`config.mk`:
```
export PLATFORM = sky130hd
export DESIGN_NAME = dac_serial_ref_rx
export DESIGN_NICKNAME = d
export VERILOG_FILES = /design/src/rtl/sdr_pkg.sv /design/src/rtl/sdr_pin_sync.sv /design/src/rtl/sdr_shifter.sv /design/src/rtl/dac_serial_ref_rx.sv
export SDC_FILE = /design/constraint.sdc
export NUM_CORES = 1
export LEC_CHECK = 0
export BUFFER_PORTS_ARGS = -buffer_cell sky130_fd_sc_hd__buf_2
export CORE_MARGIN = 1.5
export CORE_UTILIZATION = 52
export DETAILED_ROUTE_END_ITERATION = 8
export GPL_ROUTABILITY_DRIVEN = 0
export PLACE_DENSITY = 0.75
export SLEW_MARGIN = 10
export SYNTH_ARGS = -nofsm -noshare
export SYNTH_HDL_FRONTEND = slang
export SYNTH_SLANG_ARGS = --single-unit
```
`constraint.sdc`:
```
create_clock -name clk -period 1.9 [get_ports clk]
set_input_delay 0.19 -clock clk [delete_from_list [all_inputs] [get_ports clk]]
set_output_delay 0.19 -clock clk [all_outputs]
set_load 0.02 [all_outputs]
```
`src/rtl/sdr_pkg.sv`:
```
package sdr_pkg;
    typedef enum logic [1:0] {
        FR_IDLE   = 2'd0,
        FR_SHIFT  = 2'd1,
        FR_DECIDE = 2'd2
    } frame_st_t;

    typedef enum logic [1:0] {
        RF_ON        = 2'd0,
        RF_OFF       = 2'd1,
        RF_OFF_ARMED = 2'd2
    } ref_st_t;
endpackage

```
`src/rtl/sdr_pin_sync.sv`:
```
module sdr_pin_sync #(
    parameter int STAGES = 2
) (
    input  logic clk,
    input  logic rst_n,
    input  logic sclk_i,
    input  logic sync_n_i,
    input  logic sdin_i,
    output logic sclk_fall,
    output logic sync_fall,
    output logic sync_rise,
    output logic sync_low,
    output logic sdin_s
);
    logic [STAGES-1:0] sclk_q, sync_q, din_q;
    logic              sclk_d, sync_d;

    always_ff @(posedge clk or negedge rst_n) begin
        if (!rst_n) begin
            sclk_q <= '1;
            sync_q <= '1;
            din_q  <= '0;
            sclk_d <= 1'b1;
            sync_d <= 1'b1;
        end else begin
            sclk_q <= {sclk_q[STAGES-2:0], sclk_i};
            sync_q <= {sync_q[STAGES-2:0], sync_n_i};
            din_q  <= {din_q[STAGES-2:0], sdin_i};
            sclk_d <= sclk_q[STAGES-1];
            sync_d <= sync_q[STAGES-1];
        end
    end

    assign sclk_fall = sclk_d & ~sclk_q[STAGES-1];
    assign sync_fall = sync_d & ~sync_q[STAGES-1];
    assign sync_rise = ~sync_d & sync_q[STAGES-1];
    assign sync_low  = ~sync_q[STAGES-1];
    assign sdin_s    = din_q[STAGES-1];
endmodule

```
`src/rtl/sdr_shifter.sv`:
```
module sdr_shifter #(
    parameter int FRAME_BITS = 24,
    parameter int QUAL_BITS  = 26,
    localparam int CNT_W     = $clog2(QUAL_BITS + 1)
) (
    input  logic                  clk,
    input  logic                  rst_n,
    input  logic                  start,
    input  logic                  bit_stb,
    input  logic                  bit_i,
    output logic [FRAME_BITS-1:0] word,
    output logic [CNT_W-1:0]      bit_cnt
);
    localparam logic [CNT_W-1:0] FULL_C = CNT_W'(FRAME_BITS);
    localparam logic [CNT_W-1:0] SAT_C  = CNT_W'(QUAL_BITS);

    always_ff @(posedge clk or negedge rst_n) begin
        if (!rst_n) begin
            word    <= '0;
            bit_cnt <= '0;
        end else if (start) begin
            bit_cnt <= '0;
        end else if (bit_stb) begin
            if (bit_cnt < FULL_C)
                word <= {word[FRAME_BITS-2:0], bit_i};
            if (bit_cnt < SAT_C)
                bit_cnt <= bit_cnt + 1'b1;
        end
    end
endmodule

```
`src/rtl/dac_serial_ref_rx.sv`:
```
module dac_serial_ref_rx #(
    parameter int              DATA_W      = 16,
    parameter int              CMD_W       = 8,
    parameter int              EXTRA_CLKS  = 2,
    parameter int              SYNC_STAGES = 2,
    parameter logic [7:0]      CMD_WRITE   = 8'h00,
    parameter logic [7:0]      CMD_REF     = 8'h90,
    parameter logic [15:0]     WORD_OFF    = 16'h0001,
    parameter logic [15:0]     WORD_ON1    = 16'h0002,
    parameter logic [15:0]     WORD_ON2    = 16'h0003
) (
    input  logic              clk,
    input  logic              rst_n,
    input  logic              sclk,
    input  logic              sync_n,
    input  logic              sdin,
    output logic [DATA_W-1:0] dac_code,
    output logic              dac_load,
    output logic              ref_en,
    output logic              ref_pin_oe
);
    import sdr_pkg::*;

    localparam int FRAME_BITS = CMD_W + DATA_W;
    localparam int QUAL_BITS  = FRAME_BITS + EXTRA_CLKS;
    localparam int CNT_W      = $clog2(QUAL_BITS + 1);

    logic                  sclk_fall, sync_fall, sync_rise, sync_low, sdin_s;
    logic [FRAME_BITS-1:0] word;
    logic [CNT_W-1:0]      bit_cnt;
    frame_st_t             fr_st, fr_nxt;
    ref_st_t               rf_st, rf_nxt;
    logic                  full, qual, is_wr, is_ref, deciding;
    logic [CMD_W-1:0]      cmd;
    logic [DATA_W-1:0]     dat;

    sdr_pin_sync #(.STAGES(SYNC_STAGES)) u_sync (
        .clk(clk), .rst_n(rst_n), .sclk_i(sclk), .sync_n_i(sync_n), .sdin_i(sdin),
        .sclk_fall(sclk_fall), .sync_fall(sync_fall), .sync_rise(sync_rise),
        .sync_low(sync_low), .sdin_s(sdin_s)
    );

    sdr_shifter #(.FRAME_BITS(FRAME_BITS), .QUAL_BITS(QUAL_BITS)) u_shift (
        .clk(clk), .rst_n(rst_n), .start(sync_fall),
        .bit_stb(sclk_fall & sync_low), .bit_i(sdin_s),
        .word(word), .bit_cnt(bit_cnt)
    );

    assign cmd      = word[FRAME_BITS-1 -: CMD_W];
    assign dat      = word[DATA_W-1:0];
    assign full     = bit_cnt >= CNT_W'(FRAME_BITS);
    assign qual     = bit_cnt >= CNT_W'(QUAL_BITS);
    assign is_wr    = full && (cmd == CMD_W'(CMD_WRITE));
    assign is_ref   = qual && (cmd == CMD_W'(CMD_REF));
    assign deciding = (fr_st == FR_DECIDE);

    always_comb begin
        fr_nxt = fr_st;
        unique case (fr_st)
            FR_IDLE:   if (sync_fall) fr_nxt = FR_SHIFT;
            FR_SHIFT:  if (sync_rise) fr_nxt = FR_DECIDE;
            FR_DECIDE: fr_nxt = FR_IDLE;
            default:   fr_nxt = FR_IDLE;
        endcase
    end

    always_comb begin
        rf_nxt = rf_st;
        if (deciding && full) begin
            unique case (rf_st)
                RF_ON:
                    if (is_ref && dat == DATA_W'(WORD_OFF)) rf_nxt = RF_OFF;
                RF_OFF:
                    if (is_ref && dat == DATA_W'(WORD_ON1)) rf_nxt = RF_OFF_ARMED;
                RF_OFF_ARMED:
                    if (is_ref && dat == DATA_W'(WORD_ON2))      rf_nxt = RF_ON;
                    else if (is_ref && dat == DATA_W'(WORD_ON1)) rf_nxt = RF_OFF_ARMED;
                    else                                         rf_nxt = RF_OFF;
                default: rf_nxt = RF_ON;
            endcase
        end
    end

    // state registers
    always_ff @(posedge clk or negedge rst_n) begin
        if (!rst_n) begin
            fr_st <= FR_IDLE;
            rf_st <= RF_ON;
        end else begin
            fr_st <= fr_nxt;
            rf_st <= rf_nxt;
        end
    end

    // registered outputs
    always_ff @(posedge clk or negedge rst_n) begin
        if (!rst_n) begin
            dac_code   <= '0;
            dac_load   <= 1'b0;
            ref_en     <= 1'b1;
            ref_pin_oe <= 1'b1;
        end else begin
            dac_load   <= deciding && is_wr;
            if (deciding && is_wr)
                dac_code <= dat;
            ref_en     <= (rf_nxt == RF_ON);
            ref_pin_oe <= (rf_nxt == RF_ON);
        end
    end

    a_r10_load_single: assert property (@(posedge clk) disable iff (!rst_n)
        dac_load |=> !dac_load);
    a_r2_code_needs_load: assert property (@(posedge clk) disable iff (!rst_n)
        !$stable(dac_code) |-> dac_load);
    a_r3_short_frame_inert: assert property (@(posedge clk) disable iff (!rst_n)
        (deciding && bit_cnt < CNT_W'(FRAME_BITS)) |=> (!dac_load && $stable(dac_code)));
    a_r5_unqualified_ref_stable: assert property (@(posedge clk) disable iff (!rst_n)
        (deciding && bit_cnt < CNT_W'(QUAL_BITS)) |=> $stable(ref_en));
    a_r4_off_at_decide: assert property (@(posedge clk) disable iff (!rst_n)
        $fell(ref_en) |-> $past(fr_st == FR_DECIDE));
    a_r6_on_from_armed: assert property (@(posedge clk) disable iff (!rst_n)
        $rose(ref_en) |-> $past(rf_st == RF_OFF_ARMED));
endmodule

```
==> flow_metrics.tcl, run 1 <==
set metrics [dict create \
    num_antenna_cells 0 \
    synth.distinct_cells 37 \
    vias 1495 \
    initialDrtViolationCount 54 \
    most-common-layout-cells "dfrtp_1, mux2_2, buf_2" \
    ant_nets 0 \
    numCtsBuffers 9 \
    critPathRequiredTime_ns 2.11 \
    startpoint_type "flop" \
    synth-seq-cells 59 \
    cts_tree "yes" \
    seqPwrFrac_pct 54.1 \
    clockPowerShare_pct 38.8 \
    final_layout_size_suffix_gt1_share_pct 49.8 \
    cts_sinks 59 \
    skew_ns 0.00687 \
    fp.dieW_um 71.0 \
    wirelength_mm 4.32 \
    postLayoutSetupSlackWorst_ns 0.0239 \
    syn_area_um2 2400 \
    synth.largest_area_cell "dfrtp_1" \
    powerDensity_nw_per_um2 870 \
    clkTransAtPathRegs_ns 0.06 \
    yosysWarningCount 0 \
    grt_pass1_wl_mm 6.81 \
    switching_share_pct 23.1 \
    drcViolationCount 0 \
    syn_inst 167 \
    power.internal_mw 1.96 \
    hold_viol 0 \
    rows 24 \
    ios 24 \
    yosysSeqAreaShare_pct 61.8 \
    nets 221 \
    die-area_um2 5040 \
    port_buffers 23 \
    finalSetupViolations 0 \
    grt_max_degree 37 \
    status "finished, final reports clean" \
    cp.arrival_ns 2.09 \
    hold_path.class "flop to flop" \
    wl_per_cell_um 15.9 \
    fin_area_um2 2940 \
    fin_crit_sh_pct 98.7 \
    grt_pass1_vias 1484 \
    track_usage_pct 17.7 \
    drv_slew 0 \
    p_leak_nw 1.49 \
    post-place-ws_ns -0.00779 \
    maxCapViolations 0 \
    relSlewSlack_pct 61.6 \
    avgSynthCellArea_um2 14.4 \
    pwr-share-comb_pct 7.0 \
    mostFrequentLayoutCell "dfrtp_1" \
    cp-end-kind "flop" \
    area_growth_pct 22.2 \
    htree_levels 3 \
    synthTopCellsByArea "dfrtp_1, mux2_2, dfstp_2" \
    dpl.hpwl_mm 2.71 \
    die_height_um 71.0 \
    max-clock-path-buffers 2 \
    peakVddDrop_mv 0.699 \
    rsz0062_at_grt "true" \
    path_class "flop to flop" \
    start_util_pct 54.4 \
    viasPerCell 5.52 \
    grt_antenna_before_repair 0 \
    yosysTopAreaCellShare_pct 54.2 \
    period_minus_slack_ns 1.88 \
    power.net_switching_mw 0.591 \
    drt_first_pass_iters 4 \
    overflow 0 \
    ctsRootBufferMaster "clkbuf_8" \
    fmax_ghz 0.533 \
    placedInstanceArea_um2 2610 \
    critPathMaxFanout 5 \
    tightest_slew_ns 0.577 \
    clkLatencyLatePin_ns 0.33 \
    synthesis.nets 174 \
    coreArea_um2 4410 \
]
==> final cells by class <==
class	instances	area [µm²]
tap	52	65.1
sequential	59	1490
inverter	4	15.0
clock inverter	2	10.0
timing repair buffer	40	278
multi-input combinational	100	917
fill	311	1480
clock buffer	14	163
==> per-stage QoR <==
| step | power, mW | utilization [%] | setup TNS (ns) | hold slack (ns) | cells |
|---|---|---|---|---|---|
| 6_report | 2.55 | 66.5 | 0 | 0.355 | 271 |
| 3_5_place_dp | 1.54 | 59.1 | -0.0241 | 0.212 | 243 |
| 5_1_grt | 2.67 | 66.5 | -0.129 | 0.365 | 271 |
| 2_1_floorplan | 1.46 | - | 0 | -0.106 | 167 |
| 4_1_cts | 2.55 | 64.1 | -0.0669 | 0.356 | 263 |
| 3_3_place_gp | 1.53 | 59.1 | 0 | 0.200 | 243 |
==> cells in the mapped netlist, drive strengths merged <==
| master | instances |
|---|---|
| a41oi | 1 |
| xor2 | 2 |
| nand4 | 2 |
| nor4 | 4 |
| nor4b | 2 |
| xnor2 | 1 |
| dfrtp | 52 |
| dfstp | 7 |
| a22oi | 1 |
| or4 | 1 |
| and3 | 2 |
| a31oi | 1 |
| or4b | 1 |
| buf | 6 |
| nor2b | 1 |
| o21ai | 2 |
| mux2 | 40 |
| o21a | 1 |
| o31ai | 1 |
| mux2i | 1 |
| nand4b | 1 |
| or3 | 1 |
| nor3 | 4 |
| a211oi | 1 |
| nor3b | 2 |
| nand3 | 1 |
| a21oi | 3 |
| nand2 | 9 |
| inv | 4 |
| ha | 2 |
| nor2 | 10 |
==> what timing repair did <==
item	4_1_cts	5_1_grt
gates cloned	0	2
buffers inserted	0	6
pin swaps	1	5
endpoints found under the setup margin	10	19
resized for setup	1	10
hold endpoints to repair	25	0
hold buffers	4	0
==> sequential cells by signal, indices dropped and copies added, names as in the netlist <==
register and flops:
u_sync.sclk_d 1, u_sync.sync_d 1, rf_st 2, u_shift.word 24, fr_st 2, ref_pin_oe 1
u_sync.din_q 2, u_sync.sync_q 2, u_shift.bit_cnt 5, dac_code 16, u_sync.sclk_q 2, dac_load 1
==> routing by layer <==
layer	routed length [µm]	GRT usage, %
met4	59	6.29
met2	2070	27.7
met1	2000	22.9
met3	191	6.41
met5	0	0
==> critical path, cell delays in order, from the launching register on <==
cell     delay, ns
dfrtp_1       0.39
nor4_2        0.30
nand2_2       0.13
or4_4         0.61
mux2_4        0.33
==> path summary, 6_finish.rpt <==
| path | from | end | slack (ns) | cells past startpoint |
|---|---|---|---|---|
| max in group asynchronous | rst_n | u_sync.sclk_q[0]$_DFF_PN1_ | 0.86 | 3 |
| hold reg to reg | u_sync.sync_q[0]$_DFF_PN1_ | u_sync.sync_q[1]$_DFF_PN1_ | 0.36 | 0 |
| setup reg to reg | u_shift.word[19]$_DFFE_PN0P_ | dac_code[8]$_DFFE_PN0P_ | 0.02 | 4 |
| hold / removal | u_sync.sync_q[0]$_DFF_PN1_ | u_sync.sync_q[1]$_DFF_PN1_ | 0.36 | 0 |
| setup / recovery | u_shift.word[19]$_DFFE_PN0P_ | dac_code[8]$_DFFE_PN0P_ | 0.02 | 4 |
| min in group asynchronous | rst_n | dac_code[7]$_DFFE_PN0P_ | 0.39 | 2 |
==> cells by family (layout without fill, tap and decap cells) <==
group | after synthesis | count (layout) | synth area share [%]
muxes | 41 | 41 | 20.6
and+or+nand+nor | 41 | 43 | 9.74
AOI/OAI and AO/OA | 11 | 11 | 2.92
DFF | 59 | 59 | 61.8
adders and majority gates | 2 | 2 | 1.04
buffers and inverters | 10 | 60 | 2.81
xor gates and xnor gates | 3 | 3 | 1.09
==> power groups by stage <==
stage                     sequential [mW]  clock, mW  combinational [mW]
after floorplan                      1.38          0              0.0802
after global routing                 1.39       1.08               0.200
after detailed placement             1.40          0               0.141
after CTS                            1.38       1.02               0.151
after global placement               1.39          0               0.133
final                                1.38      0.992               0.180
Power figures use the tool's default switching activity.
==> run 2, diff against run 1 <==
- CORE_ASPECT_RATIO: default -> 2
- GPL_TIMING_DRIVEN: default -> 0
==> flow_metrics.tcl, run 2 (synthesis results as in run 1) <==
set metrics [dict create \
    reg2reg_from "u_shift.word[19]$_DFFE_PN0P_" \
    multi_input_comb_area_um2 923 \
    htree_levels 3 \
    die-area_um2 5060 \
    fmax_ghz 0.519 \
    mostFrequentLayoutCell "dfrtp_1" \
    top_register "u_shift.word" \
    area_growth_pct 25.1 \
    p_total_mw 2.79 \
    port_buffers 23 \
    max-clock-path-buffers 2 \
    largest_reg_flops 24 \
    dpl.hpwl_mm 2.99 \
    initialDrtViolationCount 31 \
    maxCapViolations 0 \
    fillers 312 \
    violations "negative setup slack" \
    period_minus_slack_ns 1.93 \
    track_usage_pct 21.0 \
    peakVddDrop_mv 0.929 \
    start_util_pct 54.8 \
    critPathMaxFanout 10 \
    grt_pass1_vias 1588 \
    drcViolationCount 0 \
    grtUsageMet1_pct 20.7 \
    rsz0062_at_grt "true" \
    grt_pass1_wl_mm 7.53 \
    cp-end-kind "flop" \
    clkTransAtPathRegs_ns 0.07 \
    ff_latch_area_um2 1490 \
    path_class "flop to flop" \
    p_leak_nw 1.51 \
    grt.busiest_layer "met2" \
    grt_antenna_before_repair 0 \
    use_met3_pct 7.36 \
    hp-start "u_sync.din_q[0]$_DFF_PN0_" \
    final_layout_size_suffix_gt1_share_pct 51.8 \
    die_height_um 99.1 \
    min_to "u_sync.din_q[1]$_DFF_PN0_" \
    postLayoutSetupSlackWorst_ns -0.0258 \
    dpl.cell_count 244 \
    fin_crit_sh_pct 101 \
    reg2regPathDepth 5 \
    grt_use_met2_pct 37.0 \
    drv_slew 0 \
    cp.arrival_ns 2.16 \
    overflow 0 \
    coreArea_um2 4380 \
    finalSetupViolations 9 \
    powerDensity_nw_per_um2 929 \
    clkLatencyLatePin_ns 0.35 \
    top_regs "u_shift.word (24), dac_code (16), u_shift.bit_cnt (5)" \
    finalNonFillerCells 272 \
    rows 34 \
    grt_max_degree 60 \
    most-common-layout-cells "dfrtp_1, mux2_2, buf_2" \
    status "finished, violations left" \
    viasPerCell 5.54 \
    final_core_util_pct 68.6 \
    fp.dieW_um 51.1 \
    ant_nets 0 \
    r2r_slack_ns -0.03 \
    hold_path_depth 0 \
    drt_first_pass_iters 4 \
    critPathRequiredTime_ns 2.14 \
    ios 24 \
    r2r_end "dac_code[9]$_DFFE_PN0P_" \
    cts_sinks 59 \
    post-place-ws_ns -0.349 \
    hold_viol 0 \
    relSlewSlack_pct 53.1 \
    wl_per_cell_um 16.7 \
    ctsRootBufferMaster "clkbuf_8" \
    hold_path.class "flop to flop" \
    nets 220 \
    num_antenna_cells 0 \
    numCtsBuffers 9 \
    vias 1508 \
    cts_tree "yes" \
    wirelength_mm 4.53 \
    startpoint_type "flop" \
    tightest_slew_ns 0.703 \
    skew_ns 0.0114 \
]
run 2: changes by cell type in the layout (fill, tap and decap cells not counted), moves of 2 or more:
cell,before,now
bufinv_16,0,2
clkinvlp_4,0,2
clkinv_4,0,2
or4_4,3,1
clkinv_2,2,0
clkbuf_8,11,9
clkbuf_1,3,0
run 2: timing repair:
action | CTS | global route
gates resized for setup | 7 | 10
setup endpoints to repair | 36 | 39
pin swaps | 3 | 8
endpoints found under the hold margin | 3 | 52
hold buffers | 3 | 1
buffers inserted | 4 | 5
run 2: final cells by class:
cell class | instances | area share (%)
clock buffer | 9 | 4.12
timing repair buffer | 36 | 7.91
tap | 54 | 2.25
inverter | 4 | 0.500
multi-input combinational | 98 | 30.7
clock inverter | 7 | 3.37
buffer | 5 | 1.54
sequential | 59 | 49.6
run 2: worst max-delay path by stage:
stage,from,endpoint,slack [ns],depth (start not counted)
after floorplan,u_shift.word[19]$_DFFE_PN0P_,dac_code[10]$_DFFE_PN0P_,0.008,6
after global placement,u_sync.sclk_d$_DFF_PN1_,u_shift.word[17]$_DFFE_PN0P_,-0.26,5
after detailed placement,u_sync.sclk_d$_DFF_PN1_,u_shift.word[21]$_DFFE_PN0P_,-0.35,5
after CTS,u_shift.word[19]$_DFFE_PN0P_,dac_code[9]$_DFFE_PN0P_,-0.03,5
after global routing,u_shift.word[19]$_DFFE_PN0P_,dac_code[7]$_DFFE_PN0P_,-0.07,5
final,u_shift.word[19]$_DFFE_PN0P_,dac_code[9]$_DFFE_PN0P_,-0.03,5
run 2: metal layers:
layer  wire length (µm)  vias up
li1                   -      686
met5                  0        -
met4                 96        0
met1               1620      771
met3                178        8
met2               2640       43
run 2: where the power goes:
part | total, mW | internal (mW) | switching [mW]
registers | 1.39 | 1.32 | 0.0710
clock network | 1.26 | 0.745 | 0.513
logic | 0.144 | 0.0788 | 0.0649
total | 2.79 | 2.14 | 0.648
run 2: metrics by stage:
step,setup TNS [ns],hold WS [ns],cell area [µm²]
finish,-0.165,0.350,3000
global route,-1.03,0.363,3000
CTS,-0.212,0.128,2910
detailed placement,-8.00,0.299,2590
global placement,-5.68,0.297,2590
floorplan,0,-0.106,2400
run 2: critical path: stages (launching register included):
cell	delay, ns
dfrtp_1	0.40
nor4_2	0.29
nand2_1	0.11
or4_4	0.55
buf_12	0.18
mux2_4	0.30
